==> src/rtl/opf_pkg.sv <==
package opf_pkg;

    typedef enum logic {
        POL_ON_MISS = 1'b0,
        POL_TAGGED  = 1'b1
    } opf_policy_e;

    typedef enum logic {
        REQ_IDLE = 1'b0,
        REQ_PEND = 1'b1
    } opf_req_state_e;

endpackage

==> src/rtl/opf_tag_bits.sv <==
module opf_tag_bits #(
    parameter int ADDR_W = 16,
    parameter int SET_W  = 4
) (
    input  logic              clk,
    input  logic              rst_n,
    input  logic [ADDR_W-1:0] acc_blk,
    input  logic              clr_en,
    input  logic              fill_en,
    input  logic [ADDR_W-1:0] fill_blk,
    input  logic              fill_pf,
    output logic              rd_bit
);
    localparam int SETS = 1 << SET_W;

    logic [SETS-1:0]  flag_q;
    logic [SETS-1:0]  flag_d;
    logic [SET_W-1:0] acc_set;
    logic [SET_W-1:0] fill_set;

    assign acc_set  = acc_blk[SET_W-1:0];
    assign fill_set = fill_blk[SET_W-1:0];
    assign rd_bit   = flag_q[acc_set];

    // The clear is applied first, so a fill to the same set in the same cycle wins.
    always_comb begin
        flag_d = flag_q;
        if (clr_en) begin
            flag_d[acc_set] = 1'b0;
        end
        if (fill_en) begin
            flag_d[fill_set] = fill_pf;
        end
    end

    always_ff @(posedge clk) begin
        if (!rst_n) begin
            flag_q <= '0;
        end else begin
            flag_q <= flag_d;
        end
    end


    fill_write_chk: assert property (@(posedge clk) disable iff (!rst_n)
        fill_en |=> (flag_q[$past(fill_set)] == $past(fill_pf)));


    clear_effect_chk: assert property (@(posedge clk) disable iff (!rst_n)
        (clr_en && !(fill_en && fill_set == acc_set)) |=> !flag_q[$past(acc_set)]);

endmodule

==> src/rtl/opf_policy.sv <==
module opf_policy
    import opf_pkg::*;
#(
    parameter int ADDR_W = 16
) (
    input  opf_policy_e       policy,
    input  logic              acc_valid,
    input  logic              acc_hit,
    input  logic [ADDR_W-1:0] acc_blk,
    input  logic              tag_bit,
    output logic              fire,
    output logic [ADDR_W-1:0] cand_blk,
    output logic              clr_en
);
    logic want;
    logic at_top;

    assign at_top   = (acc_blk == {ADDR_W{1'b1}});
    assign cand_blk = acc_blk + {{(ADDR_W-1){1'b0}}, 1'b1};

    always_comb begin
        want   = 1'b0;
        clr_en = 1'b0;
        if (acc_valid) begin
            unique case (policy)
                POL_ON_MISS: want = !acc_hit;
                POL_TAGGED: begin
                    want   = !acc_hit || tag_bit;
                    clr_en = acc_hit && tag_bit;
                end
                default: want = 1'b0;
            endcase
        end
    end

    assign fire = want && !at_top;

    always_comb begin
        if (fire && policy == POL_ON_MISS) begin

            miss_only_chk: assert (!acc_hit);
        end
        if (fire && policy == POL_TAGGED && acc_hit) begin

            tagged_hit_flag_chk: assert (tag_bit);
        end
    end

endmodule

==> src/rtl/opf_req_fsm.sv <==
module opf_req_fsm
    import opf_pkg::*;
#(
    parameter int ADDR_W = 16
) (
    input  logic              clk,
    input  logic              rst_n,
    input  logic              load,
    input  logic [ADDR_W-1:0] load_blk,
    input  logic              ready,
    output logic              valid,
    output logic [ADDR_W-1:0] blk
);
    opf_req_state_e    state_q;
    opf_req_state_e    state_d;
    logic [ADDR_W-1:0] blk_q;
    logic [ADDR_W-1:0] blk_d;
    logic              dup;
    logic              take;

    assign dup  = (state_q == REQ_PEND) && (load_blk == blk_q);
    assign take = load && !dup;

    always_comb begin
        state_d = state_q;
        blk_d   = blk_q;
        unique case (state_q)
            REQ_IDLE: begin
                if (take) begin
                    state_d = REQ_PEND;
                    blk_d   = load_blk;
                end
            end
            REQ_PEND: begin
                if (take) begin
                    blk_d = load_blk;
                end else if (ready) begin
                    state_d = REQ_IDLE;
                end
            end
            default: state_d = REQ_IDLE;
        endcase
    end

    always_ff @(posedge clk) begin
        if (!rst_n) begin
            state_q <= REQ_IDLE;
            blk_q   <= '0;
        end else begin
            state_q <= state_d;
            blk_q   <= blk_d;
        end
    end

    always_comb begin
        valid = (state_q == REQ_PEND);
        blk   = blk_q;
    end


    hold_stall_chk: assert property (@(posedge clk) disable iff (!rst_n)
        (valid && !ready && !load) |=> (valid && $stable(blk)));


    drain_chk: assert property (@(posedge clk) disable iff (!rst_n)
        (valid && ready && !load) |=> !valid);


    no_wrap_chk: assert property (@(posedge clk) disable iff (!rst_n)
        valid |-> (blk != '0));


    dup_drop_chk: assert property (@(posedge clk) disable iff (!rst_n)
        (valid && ready && load && load_blk == blk) |=> !valid);


    issue_chk: assert property (@(posedge clk) disable iff (!rst_n)
        (load && !(valid && load_blk == blk)) |=> (valid && blk == $past(load_blk)));

endmodule

==> src/rtl/opf_top.sv <==
module opf_top
    import opf_pkg::*;
#(
    parameter int ADDR_W = 16,
    parameter int SET_W  = 4
) (
    input  logic              clk,
    input  logic              rst_n,
    input  logic              mode_i,
    input  logic              acc_valid_i,
    input  logic [ADDR_W-1:0] acc_blk_i,
    input  logic              acc_hit_i,
    input  logic              fill_valid_i,
    input  logic [ADDR_W-1:0] fill_blk_i,
    input  logic              fill_pf_i,
    output logic              pf_valid_o,
    input  logic              pf_ready_i,
    output logic [ADDR_W-1:0] pf_blk_o
);
    opf_policy_e       policy;
    logic              tag_bit;
    logic              fire;
    logic              clr_en;
    logic [ADDR_W-1:0] cand_blk;

    assign policy = opf_policy_e'(mode_i);

    opf_tag_bits #(.ADDR_W(ADDR_W), .SET_W(SET_W)) u_tags (
        .clk      (clk),
        .rst_n    (rst_n),
        .acc_blk  (acc_blk_i),
        .clr_en   (clr_en),
        .fill_en  (fill_valid_i),
        .fill_blk (fill_blk_i),
        .fill_pf  (fill_pf_i),
        .rd_bit   (tag_bit)
    );

    opf_policy #(.ADDR_W(ADDR_W)) u_policy (
        .policy    (policy),
        .acc_valid (acc_valid_i),
        .acc_hit   (acc_hit_i),
        .acc_blk   (acc_blk_i),
        .tag_bit   (tag_bit),
        .fire      (fire),
        .cand_blk  (cand_blk),
        .clr_en    (clr_en)
    );

    opf_req_fsm #(.ADDR_W(ADDR_W)) u_req (
        .clk      (clk),
        .rst_n    (rst_n),
        .load     (fire),
        .load_blk (cand_blk),
        .ready    (pf_ready_i),
        .valid    (pf_valid_o),
        .blk      (pf_blk_o)
    );

endmodule

==> config.mk <==
export PLATFORM = sky130hd
export DESIGN_NAME = opf_top
export DESIGN_NICKNAME = d
export VERILOG_FILES = /design/src/rtl/opf_pkg.sv /design/src/rtl/opf_tag_bits.sv /design/src/rtl/opf_policy.sv /design/src/rtl/opf_req_fsm.sv /design/src/rtl/opf_top.sv
export SDC_FILE = /design/constraint.sdc
export NUM_CORES = 1
export LEC_CHECK = 0
export ABC_AREA = 0
export BUFFER_PORTS_ARGS = -buffer_cell sky130_fd_sc_hd__buf_2
export CORE_MARGIN = 10
export CORE_UTILIZATION = 59
export DETAILED_ROUTE_END_ITERATION = 8
export PLACE_DENSITY = 0.86
export SETUP_SLACK_MARGIN = 0.5
export SLEW_MARGIN = 25
export SYNTH_ARGS = -nofsm -noshare
export SYNTH_HDL_FRONTEND = slang
export SYNTH_SLANG_ARGS = --single-unit
==> constraint.sdc <==
create_clock -name clk -period 5.2 [get_ports clk]
set_input_delay 0.26 -clock clk [delete_from_list [all_inputs] [get_ports clk]]
set_output_delay 0.26 -clock clk [all_outputs]
set_load 0.01 [all_outputs]
==> impl_metrics.py, run 1 <==
metrics = {
    "floorplanning": {
        "ios": 57,
        "die-height_microns": 86.4,
        "start_util_pct": 60.1,
        "die_area_sq_mm": 0.00746,
        "rows": 24,
        "die_x_microns": 86.4,
        "core_area_sq_mm": 0.00432,
    },
    "critical_path": {
        "cpPeakStageDelay_ns": 0.43,
        "crit_start": "acc_blk_i[0]",
        "r2r-start": "u_req.blk[10]",
        "cp.required_ns": 5.34,
        "critPathArrivalTime_ns": 3.21,
        "crit_path_end_kind": "flip-flop",
        "critPathLaunchType": "input port",
        "critical_path.cell_chain": "buf_2 -> ha_1 -> nand4_2 -> nor3_2 -> mux2_2 -> a2111o_1 -> nor4_4 -> a211o_4 -> o22ai_1",
        "crit_path_top_delay_cell": "ha_1",
        "path_class": "in -> reg",
        "crit_fanout": 16,
    },
    "clock_tree": {
        "clockBufferDepth": 2,
        "cts_tree": "done",
        "numCtsBuffers": 5,
        "cts.sinks": 33,
        "cts_max_level": 2,
        "cts_setup_buffers": 0,
        "postCtsResizedCells": 0,
        "path_clk_slew_ns": 0.07,
        "cts_root_buffer": "clkbuf_8",
        "cts_hold_buf": 0,
        "clock_latency_ns": 0.29,
    },
    "global_route": {
        "grt_pass1_vias": 2412,
        "grt_antenna_before_repair": 0,
        "gr-total-overflow": 0,
        "grt_pass1_wl_microns": 11300,
        "grtUsageTotal_pct": 18.4,
        "grt_start_max_net_pins": 19,
    },
    "detailed_routing": {
        "ant_nets": 0,
        "routedWlPerCell_microns": 17.8,
        "drc": 0,
        "firstDrtPassIters": 4,
        "num_vias": 2436,
        "drt-initial-drc-count": 180,
        "via_per_inst": 6.34,
        "drt_wl_total_microns": 6830,
    },
    "place": {
        "dp_slack_ns": 1.82,
        "dpl.hpwl_microns": 5060,
        "numPortBuffers": 44,
        "placedCellCount": 376,
        "gp_congestion": 0.963,
        "place_area_sq_mm": 0.00269,
    },
    "synth": {
        "ys_seq_elements": 33,
        "synth_edf_count": 0,
        "synth_top_area_share_pct": 25.4,
        "syn_avg_cell_area_sq_um": 8.61,
        "async_reset_ff_share_pct": 0,
        "synth_area_sq_mm": 0.00260,
        "synth_ff_type": "dfxtp_1",
        "seq_area_frac_synth_pct": 25.4,
        "yosysWarnings": 0,
        "synthCells": 302,
        "synth_area_leaders": "dfxtp_1 25%, xnor2_1 7.4%, o22ai_2 5.8%",
        "yosysTopAreaCell": "dfxtp_1",
        "yosys.cell_types.count": 58,
        "syn_nets": 346,
    },
    "job": {
        "maxCapViolations": 0,
    },
    "timing": {
        "slew-limit-headroom_pct": 48.4,
        "hold_violations": 0,
        "fin_crit_ns": 3.07,
        "fin_skew_ns": 0.0128,
        "fin_ws_ns": 2.13,
        "tightest_slew_ns": 0.767,
        "max_freq_ghz": 0.326,
        "min_period_over_period_pct": 59.1,
        "finalSetupViolations": 0,
        "holdWs_ns": 0.268,
        "setup_tns_ns": 0,
        "rsz0062_at_grt": "false",
        "drv_slew": 0,
    },
    "min_path": {
        "hold_path_class": "in -> reg",
        "hold_start": "pf_ready_i",
    },
    "layout": {
        "antenna_cells": 0,
        "postLayoutCoreUtil_pct": 64.8,
        "layout-drive-gt1-share_pct": 26.5,
        "fin_cells": 384,
        "syn_to_final_growth_pct": 7.75,
        "nNetsFinal": 375,
        "finalInstanceArea_sq_mm": 0.00280,
    },
    "power": {
        "power.total_mw": 0.613,
        "powerDensity_mw_per_mm2": 219,
        "ir_drop_mv": 0.150,
        "p_leak_nw": 1.02,
    },
    "outcome": {
        "status": "complete, no violations",
    },
}
==> sequential cells by signal, indices dropped and copies added, names as in the netlist <==
| register | cells |
|---|---|
| u_req.valid | 1 |
| u_tags.flag_q | 16 |
| u_req.blk | 16 |
==> final timing paths <==
kind / to / cells past startpoint / slack (ns)
setup / recovery: u_req.blk[4] / 9 / 2.13
hold / removal: u_req.valid / 3 / 0.27
setup reg to reg: u_req.blk[4] / 7 / 2.71
hold reg to reg: u_tags.flag_q[12] / 2 / 0.47
==> cell usage in the layout (no fill, tap or decap), drive strengths merged, types with 2 or more instances in the layout <==
master	count
o211ai	3
and3	2
nor4	8
o21ai	11
xnor2	22
nand2b	2
a21oi	21
xor2	4
o221ai	2
a31oi	9
nor3b	2
ha	4
a211oi	3
a2111o	2
buf	44
clkinv	2
clkbuf	7
nor2	22
mux4	4
inv	10
nand2	37
nor2b	4
nand4	8
nor3	5
o22ai	16
mux2	2
nand3	24
nand3b	3
dfxtp	33
==> routing by layer <==
metal  global-route usage, %  up-vias  part of all wire, %
li1                        -     1158                    -
met1                    21.7     1162                   41
met2                    29.4       97                   49
met3                    5.25       19                  7.1
met4                    9.72        0                  2.6
met5                       0        -                    0
==> cells in the mapped netlist (2+ instances only) <==
cell type,n
nor2b_1,4
mux4_2,4
a31oi_1,9
nand4_1,5
o22ai_2,12
buf_6,10
nor4_1,3
a21oi_1,20
xor2_1,4
buf_2,2
dfxtp_1,33
mux2_2,2
nor2_1,22
nand2b_1,2
nand3b_1,3
ha_1,4
clkbuf_1,6
o21ai_0,10
nor3_2,2
o221ai_1,2
nand4_4,2
xnor2_1,22
nor3_1,3
nor3b_1,2
nor4_4,3
a211oi_1,3
nand2_1,37
o211ai_1,3
nand3_1,24
nor4_2,2
a2111o_1,2
o22ai_1,4
and3_1,2
inv_1,10
==> area by class of cell <==
class | count | area, sq um
multi-input combinational | 236 | 1710
clock buffer | 7 | 96.3
timing repair buffer | 44 | 220
inverter | 11 | 41.3
fill | 366 | 1520
sequential | 33 | 661
tap | 52 | 65.1
clock inverter | 1 | 5.00
==> kinds of logic after synthesis <==
logic type                 Yosys count  share of synthesized area [%]
AOI/OAI and AO/OA                   74                           21.3
and+or+nand+nor                    125                           28.4
buffers and inverters               33                           9.00
muxes                                6                           4.33
xor gates and xnor gates            27                           9.62
DFF                                 33                           25.4
adders and majority gates            4                           1.93
==> power breakdown <==
group          internal (mW)  switching [mW]  leakage (nW)
Combinational         0.0490          0.0781         0.693
Clock                  0.120          0.0969        0.0542
Sequential             0.261         0.00828         0.268
==> critical path, delay by kind of cell <==
kind / cells / cell delay (ns)
simple gates: 3 / 1.02
compound gates: 3 / 0.84
fa+ha+maj: 1 / 0.43
mux: 1 / 0.37
buf+inv: 1 / 0.27
Power figures use the tool's default switching activity.
==> run 2, diff against run 1 <==
--- a/config.mk
+++ b/config.mk
@@ -8,9 +8,9 @@
 export ABC_AREA = 0
 export BUFFER_PORTS_ARGS = -buffer_cell sky130_fd_sc_hd__buf_2
 export CORE_MARGIN = 10
-export CORE_UTILIZATION = 59
+export CORE_UTILIZATION = 50
 export DETAILED_ROUTE_END_ITERATION = 8
-export PLACE_DENSITY = 0.86
+export PLACE_DENSITY = 0.77
 export SETUP_SLACK_MARGIN = 0.5
 export SLEW_MARGIN = 25
 export SYNTH_ARGS = -nofsm -noshare
==> constraint.sdc (replaced) <==
create_clock -name clk -period 2.7 [get_ports clk]
set_input_delay 0.135 -clock clk [delete_from_list [all_inputs] [get_ports clk]]
set_output_delay 0.135 -clock clk [all_outputs]
set_load 0.01 [all_outputs]
==> impl_metrics.py, run 2 (synthesized netlist as in run 1, its figures left out) <==
metrics = {
    "outcome": {
        "status": "complete, no violations",
    },
    "layout": {
        "fin_cells": 425,
        "finalInstanceArea_sq_mm": 0.00316,
        "fillCellCount": 453,
        "syn_to_final_growth_pct": 21.5,
        "antenna_cells": 0,
        "nNetsFinal": 399,
        "postLayoutCoreUtil_pct": 62.2,
        "layout_common_cells": "43 x buf_2, 37 x nand2_1, 32 x dfxtp_1, 24 x nand3_1",
        "layout-drive-gt1-share_pct": 33.5,
        "final-seq-area_sq_um": 664,
        "multi_input_area_sq_mm": 0.00183,
        "final_common_cell": "buf_2",
    },
    "floorplanning": {
        "die-height_microns": 92.1,
        "start_util_pct": 51.2,
        "die_x_microns": 92.1,
        "core_area_sq_mm": 0.00507,
        "rows": 26,
        "ios": 57,
        "die_area_sq_mm": 0.00848,
    },
    "detailed_routing": {
        "drt_wl_total_microns": 7520,
        "routedWlPerCell_microns": 17.7,
        "firstDrtPassIters": 4,
        "via_per_inst": 5.86,
        "wl_met2_microns": 3930,
        "drt-initial-drc-count": 107,
        "drc": 0,
        "drt-met1-wl_microns": 2880,
        "num_vias": 2491,
        "wl_met3_microns": 473,
        "ant_nets": 0,
        "highest_layer": "met4",
    },
    "global_route": {
        "gr-total-overflow": 0,
        "grt_pass1_vias": 2388,
        "grtUsageTotal_pct": 16.5,
        "grt_start_max_net_pins": 19,
        "grt_pass1_wl_microns": 11600,
        "grt_antenna_before_repair": 0,
    },
    "timing": {
        "tightest_slew_ns": 0.650,
        "min_period_over_period_pct": 82.3,
        "fin_crit_ns": 2.22,
        "rsz0062_at_grt": "true",
        "fin_skew_ns": 0.00833,
        "finalSetupViolations": 0,
        "slew-limit-headroom_pct": 56.3,
        "drv_slew": 0,
        "setup_tns_ns": 0,
        "hold_violations": 0,
        "max_freq_ghz": 0.450,
    },
    "power": {
        "powerDensity_mw_per_mm2": 376,
        "p_leak_nw": 1.20,
        "ir_drop_mv": 0.294,
    },
    "critical_path": {
        "cpPeakStageDelay_ns": 0.36,
        "crit_fanout": 9,
        "critPathArrivalTime_ns": 2.44,
        "path_class": "in -> reg",
        "critical_path.cell_chain": "buf_2 -> ha_1 -> nand4_4 -> nor3_4 -> mux2_2 -> a2111o_1 -> nor4_4 -> buf_4 -> a21oi_4 -> buf_12 -> o22ai_2",
        "critPathTopFamily": "simple AND/OR/NAND/NOR gates",
        "cp.required_ns": 2.92,
        "critPathLaunchType": "input port",
        "crit_path_end_kind": "flip-flop",
        "critical_path_buf_inv_count": 3,
        "crit_path_top_delay_cell": "mux2_2",
    },
    "place": {
        "numPortBuffers": 44,
        "gp_congestion": 0.903,
        "place_area_sq_mm": 0.00280,
        "placedCellCount": 402,
        "dpl.hpwl_microns": 5110,
    },
    "clock_tree": {
        "cts.sinks": 33,
        "cts_max_level": 2,
        "path_clk_slew_ns": 0.07,
        "cts_root_buffer": "clkbuf_8",
        "cts_tree": "done",
        "clockBufferDepth": 2,
        "cts_hold_buf": 0,
        "clock_latency_ns": 0.29,
        "numCtsBuffers": 5,
    },
    "min_path": {
        "hold_path_class": "in -> reg",
    },
    "job": {
        "maxCapViolations": 0,
    },
}
run 2: cell types whose count changed in the layout (fill, tap and decap cells not counted), moves of 2 or more:
cell,delta
a211oi_1,-2
a211oi_2,+2
buf_12,+2
buf_4,+19
nor3_4,+2
nor4_1,-2
nor4_4,+3
run 2: tightest hold or removal path, delay by kind of cell:
family | cells | cell delay [ns]
and+or+nand+nor | 1 | 0.03
buffers and inverters | 1 | 0.08
AOI/OAI and AO/OA | 1 | 0.15
run 2: per-stage QoR:
step	setup WS (ns)	power [mW]	hold slack, ns
final	0.478	1.19	0.143
after global routing	0.371	1.23	0.150
after CTS	0.490	1.17	0.143
after detailed placement	0.191	0.783	0.453
after global placement	0.234	0.778	0.445
after floorplan	0.519	0.712	0.334
run 2: layer usage:
layer	GRT usage, %	vias to the layer above
met4	6.94	0
met2	29.4	83
met1	18.4	1175
met5	0	-
met3	3.99	24
li1	-	1209
run 2: repair_timing:
action	CTS	global route
pin swaps	4	8
resized for setup	5	18
hold endpoints to repair	0	0
setup buffers	5	9
endpoints found under the setup margin	16	17
cloned	2	0
run 2: area by class of cell:
type / count / area share (%)
Clock buffer: 7 / 2.73
Sequential cell: 33 / 21.0
Timing Repair Buffer: 67 / 14.1
Tap cell: 70 / 2.77
Inverter: 11 / 1.31
Multi-Input combinational cell: 237 / 58.1
run 2: report_power, final:
| part | total, mW | switching (mW) | internal (mW) |
|---|---|---|---|
| logic | 0.291 | 0.169 | 0.122 |
| registers | 0.519 | 0.0165 | 0.503 |
| clock network | 0.379 | 0.177 | 0.202 |
run 2: final timing paths:
check	from	to	slack, ns	cells after the start
setup / recovery	acc_blk_i[0]	u_req.blk[14]	0.48	11
hold / removal	pf_ready_i	u_req.valid	0.14	3
setup reg to reg	u_req.blk[9]	u_req.blk[2]	0.49	8
hold reg to reg	u_tags.flag_q[12]	u_tags.flag_q[12]	0.47	2
==> run 3, diff against run 2 <==
--- a/config.mk
+++ b/config.mk
@@ -5,10 +5,10 @@
 export SDC_FILE = /design/constraint.sdc
 export NUM_CORES = 1
 export LEC_CHECK = 0
-export ABC_AREA = 0
+export ABC_AREA = 1
 export BUFFER_PORTS_ARGS = -buffer_cell sky130_fd_sc_hd__buf_2
 export CORE_MARGIN = 10
-export CORE_UTILIZATION = 50
+export CORE_UTILIZATION = 49
 export DETAILED_ROUTE_END_ITERATION = 8
 export PLACE_DENSITY = 0.77
 export SETUP_SLACK_MARGIN = 0.5
==> constraint.sdc (replaced) <==
create_clock -name clk -period 1.95 [get_ports clk]
set_input_delay 0.0975 -clock clk [delete_from_list [all_inputs] [get_ports clk]]
set_output_delay 0.0975 -clock clk [all_outputs]
set_load 0.01 [all_outputs]
==> impl_metrics.py, run 3 <==
metrics = {
    "global_route": {
        "grt_pass1_wl_microns": 11700,
        "grtUsageTotal_pct": 16.6,
        "grt_antenna_before_repair": 0,
        "grt_start_max_net_pins": 34,
        "gr-total-overflow": 0,
        "grt_pass1_vias": 2689,
    },
    "place": {
        "dpl.hpwl_microns": 5230,
        "numPortBuffers": 44,
        "dp_slack_ns": -0.0915,
        "place_area_sq_mm": 0.00288,
        "gp_congestion": 0.887,
    },
    "synth": {
        "yosysMostFrequentCell": "nand2_1",
        "synth_fa_ha_area_share_pct": 2.06,
        "yosys.cell_types.count": 30,
        "synth_top_area_share_pct": 27.2,
        "synth.area.mux_share_pct": 0,
        "synth-compound-area-share_pct": 17.0,
        "synth_area_leaders": "dfxtp_1 27%, nand2_1 21%, nor2_1 9.3%",
        "synthCells": 418,
        "synthSimpleGateAreaFrac_pct": 42.7,
        "synth_common_cells": "134 x nand2_1, 60 x nor2_1, 40 x o21ai_0",
        "synth_top_family_by_area": "simple AND/OR/NAND/NOR gates",
        "seq_area_frac_synth_pct": 27.2,
        "synth_area_sq_mm": 0.00243,
        "syn_avg_cell_area_sq_um": 5.82,
        "async_reset_ff_share_pct": 0,
        "syn_nets": 462,
        "yosysTopAreaCell": "dfxtp_1",
        "yosysWarnings": 0,
        "synth_ff_type": "dfxtp_1",
        "ys_seq_elements": 33,
        "synth-xor-area-share_pct": 2.98,
        "synth_edf_count": 0,
    },
    "critical_path": {
        "crit_fanout": 8,
        "critPathArrivalTime_ns": 1.88,
        "crit_path_end_kind": "flip-flop",
        "path_class": "in -> reg",
        "cp.required_ns": 2.18,
        "critPathLaunchType": "input port",
    },
    "detailed_routing": {
        "via_per_inst": 5.27,
        "firstDrtPassIters": 7,
        "drt_wl_total_microns": 7270,
        "drc": 0,
        "routedWlPerCell_microns": 13.3,
        "drt-initial-drc-count": 198,
        "num_vias": 2880,
        "ant_nets": 0,
    },
    "timing": {
        "drv_slew": 0,
        "tightest_slew_ns": 0.596,
        "fin_crit_ns": 1.65,
        "slew-limit-headroom_pct": 60.2,
        "finalSetupViolations": 0,
        "rsz0062_at_grt": "true",
        "holdWs_ns": 0.0477,
        "max_freq_ghz": 0.606,
        "fin_ws_ns": 0.300,
        "fin_skew_ns": 0.00537,
        "setup_tns_ns": 0,
        "min_period_over_period_pct": 84.6,
        "hold_violations": 0,
    },
    "floorplanning": {
        "rows": 25,
        "core_area_sq_mm": 0.00475,
        "die_x_microns": 90.5,
        "die_area_sq_mm": 0.00818,
        "die-height_microns": 90.5,
        "ios": 57,
        "start_util_pct": 51.2,
    },
    "power": {
        "clkPwrFrac_pct": 32.9,
        "p_seq_share_pct": 41.8,
        "internal-power_mw": 1.22,
        "p_leak_nw": 1.48,
        "switching_share_pct": 31.5,
        "power.switching_mw": 0.560,
        "combPwrFrac_pct": 25.3,
        "powerDensity_mw_per_mm2": 552,
        "ir_drop_mv": 0.498,
    },
    "clock_tree": {
        "cts_hold_buf": 0,
        "cts.sinks": 33,
        "cts_root_buffer": "clkbuf_8",
        "path_clk_slew_ns": 0.07,
        "clock_latency_ns": 0.29,
        "numCtsBuffers": 5,
        "clockBufferDepth": 2,
        "cts_tree": "done",
        "cts_max_level": 2,
    },
    "layout": {
        "final_common_cell": "nand2_1",
        "syn_to_final_growth_pct": 32.3,
        "postLayoutCoreUtil_pct": 67.7,
        "layout-drive-gt1-share_pct": 27.8,
        "nNetsFinal": 522,
        "finalInstanceArea_sq_mm": 0.00322,
        "antenna_cells": 0,
        "fillCellCount": 446,
        "layout_common_cells": "133 x nand2_1, 55 x nor2_1, 43 x buf_2, 31 x nand3_1, 28 x inv_1",
    },
    "min_path": {
        "hold_path_class": "in -> reg",
    },
    "job": {
        "maxCapViolations": 0,
    },
    "outcome": {
        "status": "complete, no violations",
    },
}
==> run 3: cell count changes in the layout (fill, tap and decap cells not counted), moves of 9 or more <==
cell,delta
a31oi_1,-9
nand2_1,+96
o22ai_2,-13
a21oi_2,+13
o21ai_2,+10
inv_1,+18
o21ai_1,+11
nor2_1,+33
xnor2_1,-21
o21ai_0,+10
==> run 3: final cells by class <==
cell class | instances | area, sq um | share of cell area [%]
inverter | 33 | 131 | 4.08
clock buffer | 7 | 96.3 | 2.99
tap | 67 | 83.8 | 2.61
sequential | 33 | 674 | 21.0
timing repair buffer | 68 | 463 | 14.4
multi-input combinational | 337 | 1760 | 54.8
clock inverter | 1 | 5.00 | 0.156
==> run 3: cell families (layout without fill, tap and decap cells) <==
logic type | after synthesis | in the layout
adders and majority gates | 4 | 4
buffers and inverters | 48 | 109
AOI/OAI and AO/OA | 80 | 80
and+or+nand+nor | 248 | 248
DFF | 33 | 33
xor gates and xnor gates | 5 | 5
==> run 3: path summary, 6_finish.rpt <==
check,from,end,slack (ns),depth (start not counted)
worst max-delay path,acc_blk_i[0],u_req.blk[3],0.30,17
worst max register to register,u_req.blk[1],u_req.blk[3],0.31,13
worst min-delay path,pf_ready_i,u_req.valid,0.05,4
worst min register to register,u_tags.flag_q[0],u_tags.flag_q[0],0.46,2
==> run 3: per-layer routing <==
layer | track usage (%) | vias up | wire length, microns
met5 | 0 | - | 0
met4 | 6.90 | 0 | 161
met3 | 3.82 | 14 | 328
met2 | 30.3 | 85 | 3700
met1 | 17.9 | 1306 | 3090
li1 | - | 1475 | -
==> run 3: repair_timing <==
item	in CTS	in global routing
pin swaps	0	8
setup buffers	1	4
gates resized for setup	15	53
gates cloned	0	2
setup endpoints to repair	23	33
==> run 3: power groups by stage <==
stage	clock [mW]	combinational (mW)	sequential, mW
CTS	0.595	0.422	0.741
floorplan	0	0.261	0.763
global route	0.631	0.501	0.747
detailed placement	0	0.413	0.755
global placement	0	0.404	0.753
finish	0.585	0.450	0.742
==> run 3: worst max-delay path: stages <==
cell	delay (ns)
buf_2	0.13
inv_2	0.07
buf_4	0.15
nor2_4	0.17
nand2_2	0.12
inv_2	0.07
nand2_1	0.05
nand2_1	0.08
nand2_1	0.07
nand2_1	0.06
nand3_1	0.12
nor2_4	0.15
nand3_4	0.12
buf_6	0.17
nand3_2	0.05
nand2_1	0.04
nor2_1	0.14
==> run 3: metrics by stage <==
step                std cells  power [mW]
floorplan                 418        1.02
global placement          531        1.16
detailed placement        531        1.17
CTS                       540        1.76
global route              546        1.88
finish                    546        1.78
